$ cat src/rtl/irq_agg_pkg.sv
package irq_agg_pkg;

    // register map
    localparam logic [2:0] ADDR_CHAN_STS = 3'd0;
    localparam logic [2:0] ADDR_CHAN_EN  = 3'd1;
    localparam logic [2:0] ADDR_PORT_STS = 3'd2;
    localparam logic [2:0] ADDR_PORT_EN  = 3'd3;
    localparam logic [2:0] ADDR_MODE     = 3'd4;

    // decimation mode field encoding
    typedef enum logic [1:0] {
        DEC_EVERY1 = 2'd0,
        DEC_EVERY2 = 2'd1,
        DEC_EVERY4 = 2'd2,
        DEC_ALIAS1 = 2'd3
    } dec_mode_e;

    // decimator count states
    typedef enum logic [1:0] {
        DEC_S0 = 2'd0,
        DEC_S1 = 2'd1,
        DEC_S2 = 2'd2,
        DEC_S3 = 2'd3
    } dec_state_e;

endpackage

$ cat src/rtl/irq_sticky_bank.sv
module irq_sticky_bank #(
    parameter int W = 10
) (
    input  logic         clk,
    input  logic         rst_n,
    input  logic [W-1:0] set_i,
    input  logic [W-1:0] clr_i,
    output logic [W-1:0] sts_o
);

    logic [W-1:0] sts_q;

    // a new event outranks a clear in the same cycle
    always_ff @(posedge clk or negedge rst_n) begin
        if (!rst_n) begin
            sts_q <= '0;
        end else begin
            sts_q <= (sts_q & ~clr_i) | set_i;
        end
    end

    assign sts_o = sts_q;

endmodule

$ cat src/rtl/irq_decimator.sv
module irq_decimator
    import irq_agg_pkg::*;
(
    input  logic       clk,
    input  logic       rst_n,
    input  logic [1:0] mode_i,
    input  logic       restart_i,
    input  logic       evt_i,
    output logic       pass_o
);

    dec_state_e state_q;
    dec_state_e state_d;
    dec_mode_e  mode;

    assign mode = dec_mode_e'(mode_i);

    // state register
    always_ff @(posedge clk or negedge rst_n) begin
        if (!rst_n) begin
            state_q <= DEC_S0;
        end else begin
            state_q <= state_d;
        end
    end

    // next state
    always_comb begin
        state_d = state_q;
        if (restart_i) begin
            state_d = DEC_S0;
        end else if (evt_i) begin
            unique case (mode)
                DEC_EVERY2: begin
                    unique case (state_q)
                        DEC_S0:  state_d = DEC_S1;
                        default: state_d = DEC_S0;
                    endcase
                end
                DEC_EVERY4: begin
                    unique case (state_q)
                        DEC_S0: state_d = DEC_S1;
                        DEC_S1: state_d = DEC_S2;
                        DEC_S2: state_d = DEC_S3;
                        DEC_S3: state_d = DEC_S0;
                    endcase
                end
                default: state_d = DEC_S0;
            endcase
        end
    end

    // output: pass on the terminal event of the active mode
    always_comb begin
        pass_o = 1'b0;
        if (evt_i && !restart_i) begin
            unique case (mode)
                DEC_EVERY2: pass_o = (state_q != DEC_S0);
                DEC_EVERY4: pass_o = (state_q == DEC_S3);
                default:    pass_o = 1'b1;
            endcase
        end
    end

endmodule

$ cat src/rtl/irq_status_agg.sv
module irq_status_agg
    import irq_agg_pkg::*;
#(
    parameter int NUM_CHAN = 10,
    parameter int NUM_SER  = 4,
    parameter int NUM_SPD  = 2,
    parameter int DATA_W   = 32
) (
    input  logic                clk,
    input  logic                rst_n,
    input  logic                reg_wr,
    input  logic [2:0]          reg_addr,
    input  logic [DATA_W-1:0]   reg_wdata,
    output logic [DATA_W-1:0]   reg_rdata,
    input  logic [NUM_CHAN-1:0] chan_done,
    input  logic [NUM_SER-1:0]  ser_empty,
    input  logic [NUM_SER-1:0]  ser_under,
    input  logic [NUM_SPD-1:0]  spd_done,
    input  logic [NUM_SPD-1:0]  spd_under,
    input  logic [NUM_SPD-1:0]  spd_empty,
    output logic                irq
);

    localparam int PORT_W  = 2 * NUM_SER + 3 * NUM_SPD;
    localparam int NUM_GRP = 1 + NUM_SPD;
    localparam int MODE_W  = 2 * NUM_GRP;

    logic                wr_chan_sts;
    logic                wr_chan_en;
    logic                wr_port_sts;
    logic                wr_port_en;
    logic                wr_mode;

    logic [NUM_CHAN-1:0] wdata_even;
    logic [NUM_CHAN-1:0] chan_clr;
    logic [NUM_CHAN-1:0] chan_sts;
    logic [NUM_CHAN-1:0] chan_en_q;
    logic [DATA_W-1:0]   chan_sts_rd;
    logic [DATA_W-1:0]   chan_en_rd;

    logic [PORT_W-1:0]   port_set;
    logic [PORT_W-1:0]   port_clr;
    logic [PORT_W-1:0]   port_sts;
    logic [PORT_W-1:0]   port_en_q;

    logic [MODE_W-1:0]   mode_q;
    logic [NUM_GRP-1:0]  grp_evt;
    logic [NUM_GRP-1:0]  grp_pass;
    logic [NUM_SPD-1:0]  spd_gate;

    logic                unused_wdata;

    assign unused_wdata = ^reg_wdata;

    // write decode
    assign wr_chan_sts = reg_wr && (reg_addr == ADDR_CHAN_STS);
    assign wr_chan_en  = reg_wr && (reg_addr == ADDR_CHAN_EN);
    assign wr_port_sts = reg_wr && (reg_addr == ADDR_PORT_STS);
    assign wr_port_en  = reg_wr && (reg_addr == ADDR_PORT_EN);
    assign wr_mode     = reg_wr && (reg_addr == ADDR_MODE);

    // channel bits sit at even positions of the bus word
    genvar n;
    generate
        for (n = 0; n < NUM_CHAN; n++) begin : g_chan_map
            assign wdata_even[n] = reg_wdata[2*n];
        end
        for (n = 0; n < DATA_W; n++) begin : g_chan_rd
            if ((n % 2 == 0) && (n < 2 * NUM_CHAN)) begin : g_even
                assign chan_sts_rd[n] = chan_sts[n/2];
                assign chan_en_rd[n]  = chan_en_q[n/2];
            end else begin : g_gap
                assign chan_sts_rd[n] = 1'b0;
                assign chan_en_rd[n]  = 1'b0;
            end
        end
    endgenerate

    assign chan_clr = wr_chan_sts ? wdata_even : '0;

    irq_sticky_bank #(.W(NUM_CHAN)) u_chan_bank (
        .clk   (clk),
        .rst_n (rst_n),
        .set_i (chan_done),
        .clr_i (chan_clr),
        .sts_o (chan_sts)
    );

    // decimator group events: group 0 is the serial group, then one per S/PDIF output
    assign grp_evt[0] = |ser_empty;

    genvar g;
    generate
        for (g = 0; g < NUM_SPD; g++) begin : g_spd_evt
            assign grp_evt[g+1] = spd_done[g] | spd_empty[g];
            assign spd_gate[g]  = grp_pass[g+1];
        end
        for (g = 0; g < NUM_GRP; g++) begin : g_dec
            irq_decimator u_dec (
                .clk       (clk),
                .rst_n     (rst_n),
                .mode_i    (mode_q[2*g +: 2]),
                .restart_i (wr_mode),
                .evt_i     (grp_evt[g]),
                .pass_o    (grp_pass[g])
            );
        end
    endgenerate

    // port layout, MSB first: spd empty, spd underflow, spd done, ser underflow, ser empty
    assign port_set = {spd_empty & spd_gate,
                       spd_under,
                       spd_done & spd_gate,
                       ser_under,
                       ser_empty & {NUM_SER{grp_pass[0]}}};

    assign port_clr = wr_port_sts ? reg_wdata[PORT_W-1:0] : '0;

    irq_sticky_bank #(.W(PORT_W)) u_port_bank (
        .clk   (clk),
        .rst_n (rst_n),
        .set_i (port_set),
        .clr_i (port_clr),
        .sts_o (port_sts)
    );

    // enable and mode registers
    always_ff @(posedge clk or negedge rst_n) begin
        if (!rst_n) begin
            chan_en_q <= '0;
            port_en_q <= '0;
            mode_q    <= '0;
        end else begin
            if (wr_chan_en) chan_en_q <= wdata_even;
            if (wr_port_en) port_en_q <= reg_wdata[PORT_W-1:0];
            if (wr_mode)    mode_q    <= reg_wdata[MODE_W-1:0];
        end
    end

    // read mux
    always_comb begin
        case (reg_addr)
            ADDR_CHAN_STS: reg_rdata = chan_sts_rd;
            ADDR_CHAN_EN:  reg_rdata = chan_en_rd;
            ADDR_PORT_STS: reg_rdata = DATA_W'(port_sts);
            ADDR_PORT_EN:  reg_rdata = DATA_W'(port_en_q);
            ADDR_MODE:     reg_rdata = DATA_W'(mode_q);
            default:       reg_rdata = '0;
        endcase
    end

    assign irq = (|(chan_sts & chan_en_q)) | (|(port_sts & port_en_q));

endmodule

$ cat config.mk
export PLATFORM = sky130hd
export DESIGN_NAME = irq_status_agg
export DESIGN_NICKNAME = d
export VERILOG_FILES = /design/src/rtl/irq_agg_pkg.sv /design/src/rtl/irq_sticky_bank.sv /design/src/rtl/irq_decimator.sv /design/src/rtl/irq_status_agg.sv
export SDC_FILE = /design/constraint.sdc
export NUM_CORES = 1
export LEC_CHECK = 0
export BUFFER_PORTS_ARGS = -buffer_cell sky130_fd_sc_hd__buf_4
export CORE_ASPECT_RATIO = 0.7
export CORE_MARGIN = 5
export CORE_UTILIZATION = 56
export CTS_CLUSTER_SIZE = 12
export DETAILED_ROUTE_END_ITERATION = 10
export GPL_TIMING_DRIVEN = 0
export PLACE_DENSITY = 0.85
export SETUP_SLACK_MARGIN = 0.02
export SYNTH_ARGS = -nofsm -noshare
export SYNTH_HDL_FRONTEND = slang
export SYNTH_SLANG_ARGS = --single-unit
$ cat constraint.sdc
create_clock -name clk -period 4.1 [get_ports clk]
set_input_delay 0.82 -clock clk [delete_from_list [all_inputs] [get_ports clk]]
set_output_delay 0.82 -clock clk [all_outputs]
set_load 0.02 [all_outputs]
==> results.json, run 1 <==
{
  "start_util_pct": 58.4,
  "vias": 2739,
  "gp_congestion": 0.849,
  "drt-pass1-iter-count": 4,
  "fmax_mhz": 328,
  "grt.total_usage_pct": 24.2,
  "drt_iter0_markers": 176,
  "diodes": 0,
  "cp-end-kind": "output port",
  "ant_nets": 0,
  "synth_largest_area_cell": "dfrtp_1",
  "fin_crit_sh_pct": 74.4,
  "grt_max_degree": 61,
  "finalPower_mw": 1.76,
  "clk_latency_ns": 0.34,
  "cts_tree": "built",
  "io_buffers": 62,
  "yosysUniqueCellTypes": 37,
  "hold_path_class": "register to register",
  "vias_per_cell": 5.77,
  "finalCriticalPeriod_ns": 3.05,
  "grt_pass1_wl_mm": 13.8,
  "core_area_um2": 5780,
  "start_kind": "primary input",
  "grt_overflow": 0,
  "finalNetCount": 475,
  "rsz0062_at_grt": "no",
  "synth_cells": 308,
  "ys_ff_latch": 60,
  "rows": 23,
  "layout-drive-gt1-share_pct": 29.8,
  "required_ns": 3.28,
  "synth_edf_count": 0,
  "crit_fanout": 10,
  "grt_pass1_vias": 2699,
  "ctsLongestPathBuffers": 2,
  "place.detailed.hpwl_mm": 6.64,
  "seq_area_frac_synth_pct": 44.5,
  "cts-hold-fix-buffers": 0,
  "cts_setup_buffers": 0,
  "p_leak_nw": 1.91,
  "syn_area_um2": 3380,
  "cts_buffers": 9,
  "syn_to_final_growth_pct": 24.1,
  "die_x_um": 103,
  "fin_worst_skew_ns": 0.00992,
  "maxCapViolations": 0,
  "routed_wl_mm": 8.81,
  "finalSetupViolCount": 0,
  "wl_per_cell_um": 18.5,
  "yosys_warnings": 0,
  "root_buffer": "clkbuf_8",
  "synth_top_area_share_pct": 44.5,
  "slew_headroom_pct": 49.6,
  "crit_arrival_ns": 2.23,
  "die_h_um": 75.0,
  "avgSynthCellArea_um2": 11.0,
  "worst_pin_slew_ns": 0.756,
  "ir_drop_mv": 0.285,
  "critPathKind": "primary input to output port",
  "antenna_found_initial": 0,
  "outcome": "complete, no violations",
  "final_hold_viol_count": 0,
  "design.portCount": 95,
  "drcViolationCount": 0,
  "htree_levels": 3,
  "powerDensity_nw_per_um2": 420,
  "cts_sinks": 60,
  "synth-main-ff-cell": "dfrtp_1",
  "maxSlewViolCount": 0,
  "synthArstFlopShare_pct": 100,
  "path_clk_slew_ns": 0.06,
  "die_area_um2": 7710,
  "post_synth_main_area_contributors": "dfrtp_1 (44%), ha_1 (6.7%), mux2_1 (6.7%), nand2_1 (4.8%), a22oi_1 (4.0%)",
  "cts_resized": 0,
  "setup-tns-final_ns": 0
}
[report_power, final]
part	leakage (nW)	total (mW)	switching [mW]	internal, mW
clock network	0.102	0.551	0.239	0.312
logic	1.15	0.441	0.227	0.215
registers	0.660	0.767	0.0831	0.683
[stage by stage]
stage | instance area [µm²] | worst slack, ns | instances | util, % | hold WS, ns
final | 4190 | 1.05 | 475 | 72.4 | 0.514
after global routing | 4190 | 0.983 | 475 | 72.4 | 0.537
after CTS | 4190 | 1.09 | 475 | 72.4 | 0.518
after detailed placement | 3990 | 1.10 | 459 | 68.9 | 0.498
after global placement | 3990 | 1.10 | 459 | 68.9 | 0.487
after floorplan | 3430 | 1.39 | 322 | - | 0.466
[cell type report]
class | instances | area (µm²)
multi-input combinational | 223 | 1690
fill | 419 | 1590
sequential | 60 | 1500
timing repair buffer | 62 | 465
buffer | 27 | 195
clock buffer | 12 | 155
tap | 75 | 93.8
clock inverter | 4 | 47.5
inverter | 12 | 45.0
[final timing paths]
check	start	to	slack (ns)	depth (start not counted)
worst max-delay path	reg_addr[1]	reg_rdata[5]	1.05	6
worst min-delay path	u_chan_bank.sts_o[5]$_DFF_PN0_	u_chan_bank.sts_o[5]$_DFF_PN0_	0.51	1
worst max register to register	mode_q[2]$_DFFE_PN0P_	g_dec[1].u_dec.state_q[1]$_DFFE_PN0P_	2.52	4
worst min register to register	u_chan_bank.sts_o[5]$_DFF_PN0_	u_chan_bank.sts_o[5]$_DFF_PN0_	0.51	1
max in group asynchronous	rst_n	u_chan_bank.sts_o[5]$_DFF_PN0_	3.05	1
min in group asynchronous	rst_n	g_dec[0].u_dec.state_q[0]$_DFFE_PN0P_	0.54	1
[layout by cell type, fill, tap and decap left out, drive strengths merged, types with 11 or more instances in the layout]
master	n
mux2	27
clkbuf	13
a21oi	11
a21o	16
ha	18
inv	12
dfrtp	60
buf	88
a22oi	18
o21ai	12
nand2	43
conb	15
[synth_stat cells, drive strengths merged (3+ instances only)]
master	number
a211o	3
inv	12
nand4	3
a22o	8
nor3	3
o22ai	3
mux2	27
mux4	4
nand2	43
buf	26
a21oi	11
o21ai	12
a21o	16
dfrtp	60
nor2	7
nand2b	4
nor2b	6
mux2i	10
a22oi	18
ha	18
[cell families after synthesis]
| family | count (synthesis) | share of synthesized area [%] |
|---|---|---|
| AOI/OAI and AO/OA | 72 | 14.8 |
| adders and majority gates | 18 | 6.67 |
| buffers and inverters | 39 | 7.12 |
| DFF | 60 | 44.5 |
| muxes | 41 | 14.6 |
| other | 1 | 0.111 |
| and+or+nand+nor | 77 | 12.2 |
[flip-flops by register name, summed over array words and instances, names as in the netlist]
signal,flops
port_en_q,14
chan_en_q,10
u_chan_bank.sts_o,10
u_port_bank.sts_o,14
mode_q,6
g_dec.u_dec.state_q,6
[critical path: stages]
cell      delay [ns]
buf_4           0.08
buf_2           0.25
buf_2           0.28
nand2b_1        0.27
o21ai_0         0.32
buf_4           0.20
[routing by layer]
layer	global-route usage (%)	vias to the layer above	share of wire, %
li1	-	1243	-
met1	33.9	1348	43
met2	36.5	133	46
met3	8.15	15	9.5
met4	6.18	0	1.5
met5	0	-	0
Note: power is estimated with default switching activity, not from simulation.
==> run 2: changes to the inputs <==
--- a/config.mk
+++ b/config.mk
@@ -8,11 +8,11 @@
 export BUFFER_PORTS_ARGS = -buffer_cell sky130_fd_sc_hd__buf_4
 export CORE_ASPECT_RATIO = 0.7
 export CORE_MARGIN = 5
-export CORE_UTILIZATION = 56
+export CORE_UTILIZATION = 52
 export CTS_CLUSTER_SIZE = 12
 export DETAILED_ROUTE_END_ITERATION = 10
 export GPL_TIMING_DRIVEN = 0
-export PLACE_DENSITY = 0.85
+export PLACE_DENSITY = 0.8
 export SETUP_SLACK_MARGIN = 0.02
 export SYNTH_ARGS = -nofsm -noshare
 export SYNTH_HDL_FRONTEND = slang
==> constraint.sdc (replaced) <==
create_clock -name clk -period 2.85 [get_ports clk]
set_input_delay 0.57 -clock clk [delete_from_list [all_inputs] [get_ports clk]]
set_output_delay 0.57 -clock clk [all_outputs]
set_load 0.02 [all_outputs]
==> run 2 against run 1 <==
  * Global-route usage decreased by 2.9 points
  * Critical path depth unchanged
  * Utilization decreased by 5.1 points
  * Combinational power increased by 42%
  * Worst setup slack got worse by 0.78 ns
  * Clock power increased by 63%
  * Clock skew about the same
  * Hold slack got worse by 0.23 ns
  * Via count decreased by 1.0%
  * First-iteration DRC count increased by 20%
  * Critical endpoint is now reg_rdata[1]
==> results.json, run 2 (synthesis gave the netlist of run 1 again) <==
{
  "r2r-start": "mode_q[2]$_DFFE_PN0P_",
  "cts_sinks": 60,
  "required_ns": 2.28,
  "drcViolationCount": 0,
  "start_util_pct": 53.8,
  "maxCapViolations": 0,
  "gp_congestion": 0.855,
  "maxSlewViolCount": 0,
  "htree_levels": 3,
  "place_ws_ns": 0.354,
  "grt_overflow": 0,
  "root_buffer": "clkbuf_8",
  "crit_arrival_ns": 2.01,
  "core_area_um2": 6280,
  "slew_headroom_pct": 49.8,
  "reg2regPathDepth": 4,
  "fin_crit_sh_pct": 90.4,
  "cp-end-kind": "output port",
  "ir_drop_mv": 0.373,
  "setup-tns-final_ns": 0,
  "fmax_mhz": 388,
  "vias": 2711,
  "met2_usage_pct": 30.9,
  "rows": 24,
  "drt_iter0_markers": 212,
  "cts_tree": "built",
  "design.portCount": 95,
  "die_h_um": 77.4,
  "cts-hold-fix-buffers": 0,
  "path_clk_slew_ns": 0.07,
  "routed_wl_mm": 8.53,
  "setup_slack_ns": 0.273,
  "layout-drive-gt1-share_pct": 30.0,
  "dpl-instance-area_um2": 3990,
  "final_area_um2": 4230,
  "place.detailed.hpwl_mm": 6.35,
  "clk_latency_ns": 0.34,
  "worst_pin_slew_ns": 0.753,
  "p_leak_nw": 1.93,
  "drt-pass1-iter-count": 4,
  "use_met3_pct": 5.72,
  "rsz0062_at_grt": "no",
  "grt_pass1_vias": 2677,
  "cts_buffers": 9,
  "die_x_um": 106,
  "ant_nets": 0,
  "grt_pass1_wl_mm": 13.7,
  "antenna_found_initial": 0,
  "crit_fanout": 10,
  "io_buffers": 62,
  "diodes": 0,
  "final_core_util_pct": 67.3,
  "ctsLongestPathBuffers": 2,
  "start_kind": "primary input",
  "finalNetCount": 475,
  "cp_num_buf_inv": 4,
  "busiest_layer": "met2",
  "fin_worst_skew_ns": 0.00981,
  "powerDensity_nw_per_um2": 621,
  "grt_max_degree": 61,
  "critPathMaxStageDelay_ns": 0.33,
  "grt.total_usage_pct": 21.2,
  "cts_setup_buffers": 0,
  "rrSetupSlack_ns": 1.28,
  "die_area_um2": 8230,
  "final_common_cell": "buf_4",
  "final_cell_mix": "buf_4 (80), dfrtp_1 (60), nand2_1 (43)",
  "outcome": "complete, no violations",
  "cts_resized": 0,
  "use_met1_pct": 30.8,
  "vias_per_cell": 5.67,
  "finalSetupViolCount": 0,
  "crit_family": "buffers and inverters",
  "critPathKind": "primary input to output port",
  "critPathSlowestCell": "o21ai_0",
  "hold_path_class": "primary input to async pin",
  "wl_per_cell_um": 17.8,
  "final_hold_viol_count": 0,
  "syn_to_final_growth_pct": 25.2,
  "cp_cell_sequence": "buf_4 -> buf_2 -> buf_2 -> nand2b_1 -> o21ai_0 -> buf_4",
  "rr_endpoint": "g_dec[1].u_dec.state_q[1]$_DFFE_PN0P_",
  "finalCriticalPeriod_ns": 2.58
}
run 2: power by group:
group          internal, mW  switching (mW)
Sequential            0.983           0.116
Clock                 0.561           0.337
Combinational         0.309           0.320
Total                  1.85           0.773
run 2: layer usage:
layer,share of wire [%],vias to the layer above
met5,0,-
met2,44,119
li1,-,1247
met4,1.2,0
met3,8.7,10
met1,46,1335
run 2: final cells by class:
type	instances	area, µm²
buffer	27	195
tap	78	97.6
inverter	12	45.0
clock buffer	12	165
multi-input combinational	223	1690
sequential	60	1500
fill	510	2050
timing repair buffer	62	465
clock inverter	4	70.1
run 2: through the flow:
stage	power, mW	hold slack, ns	cells
6_report	2.63	0.289	478
5_1_grt	2.76	0.345	478
4_1_cts	2.63	0.321	478
3_5_place_dp	1.73	0.495	462
3_3_place_gp	1.70	0.486	462
2_1_floorplan	1.49	0.274	322
run 2: worst register-to-register path, cell delays in order (launching register included):
cell and delay [ns]:
dfrtp_1 0.42, inv_1 0.08, ha_1 0.32, or4bb_1 0.51
a21oi_1 0.16
run 2: worst max-delay path by stage:
| stage | startpoint | end | slack [ns] | cells past startpoint |
|---|---|---|---|---|
| 2_1_floorplan | reg_addr[1] | reg_rdata[1] | 0.64 | 4 |
| 5_1_grt | reg_addr[1] | reg_rdata[1] | 0.25 | 6 |
| 4_1_cts | reg_addr[1] | reg_rdata[1] | 0.31 | 6 |
| 3_5_place_dp | reg_addr[1] | reg_rdata[1] | 0.35 | 6 |
| 3_3_place_gp | reg_addr[1] | reg_rdata[5] | 0.34 | 6 |
| 6_report | reg_addr[1] | reg_rdata[1] | 0.27 | 6 |
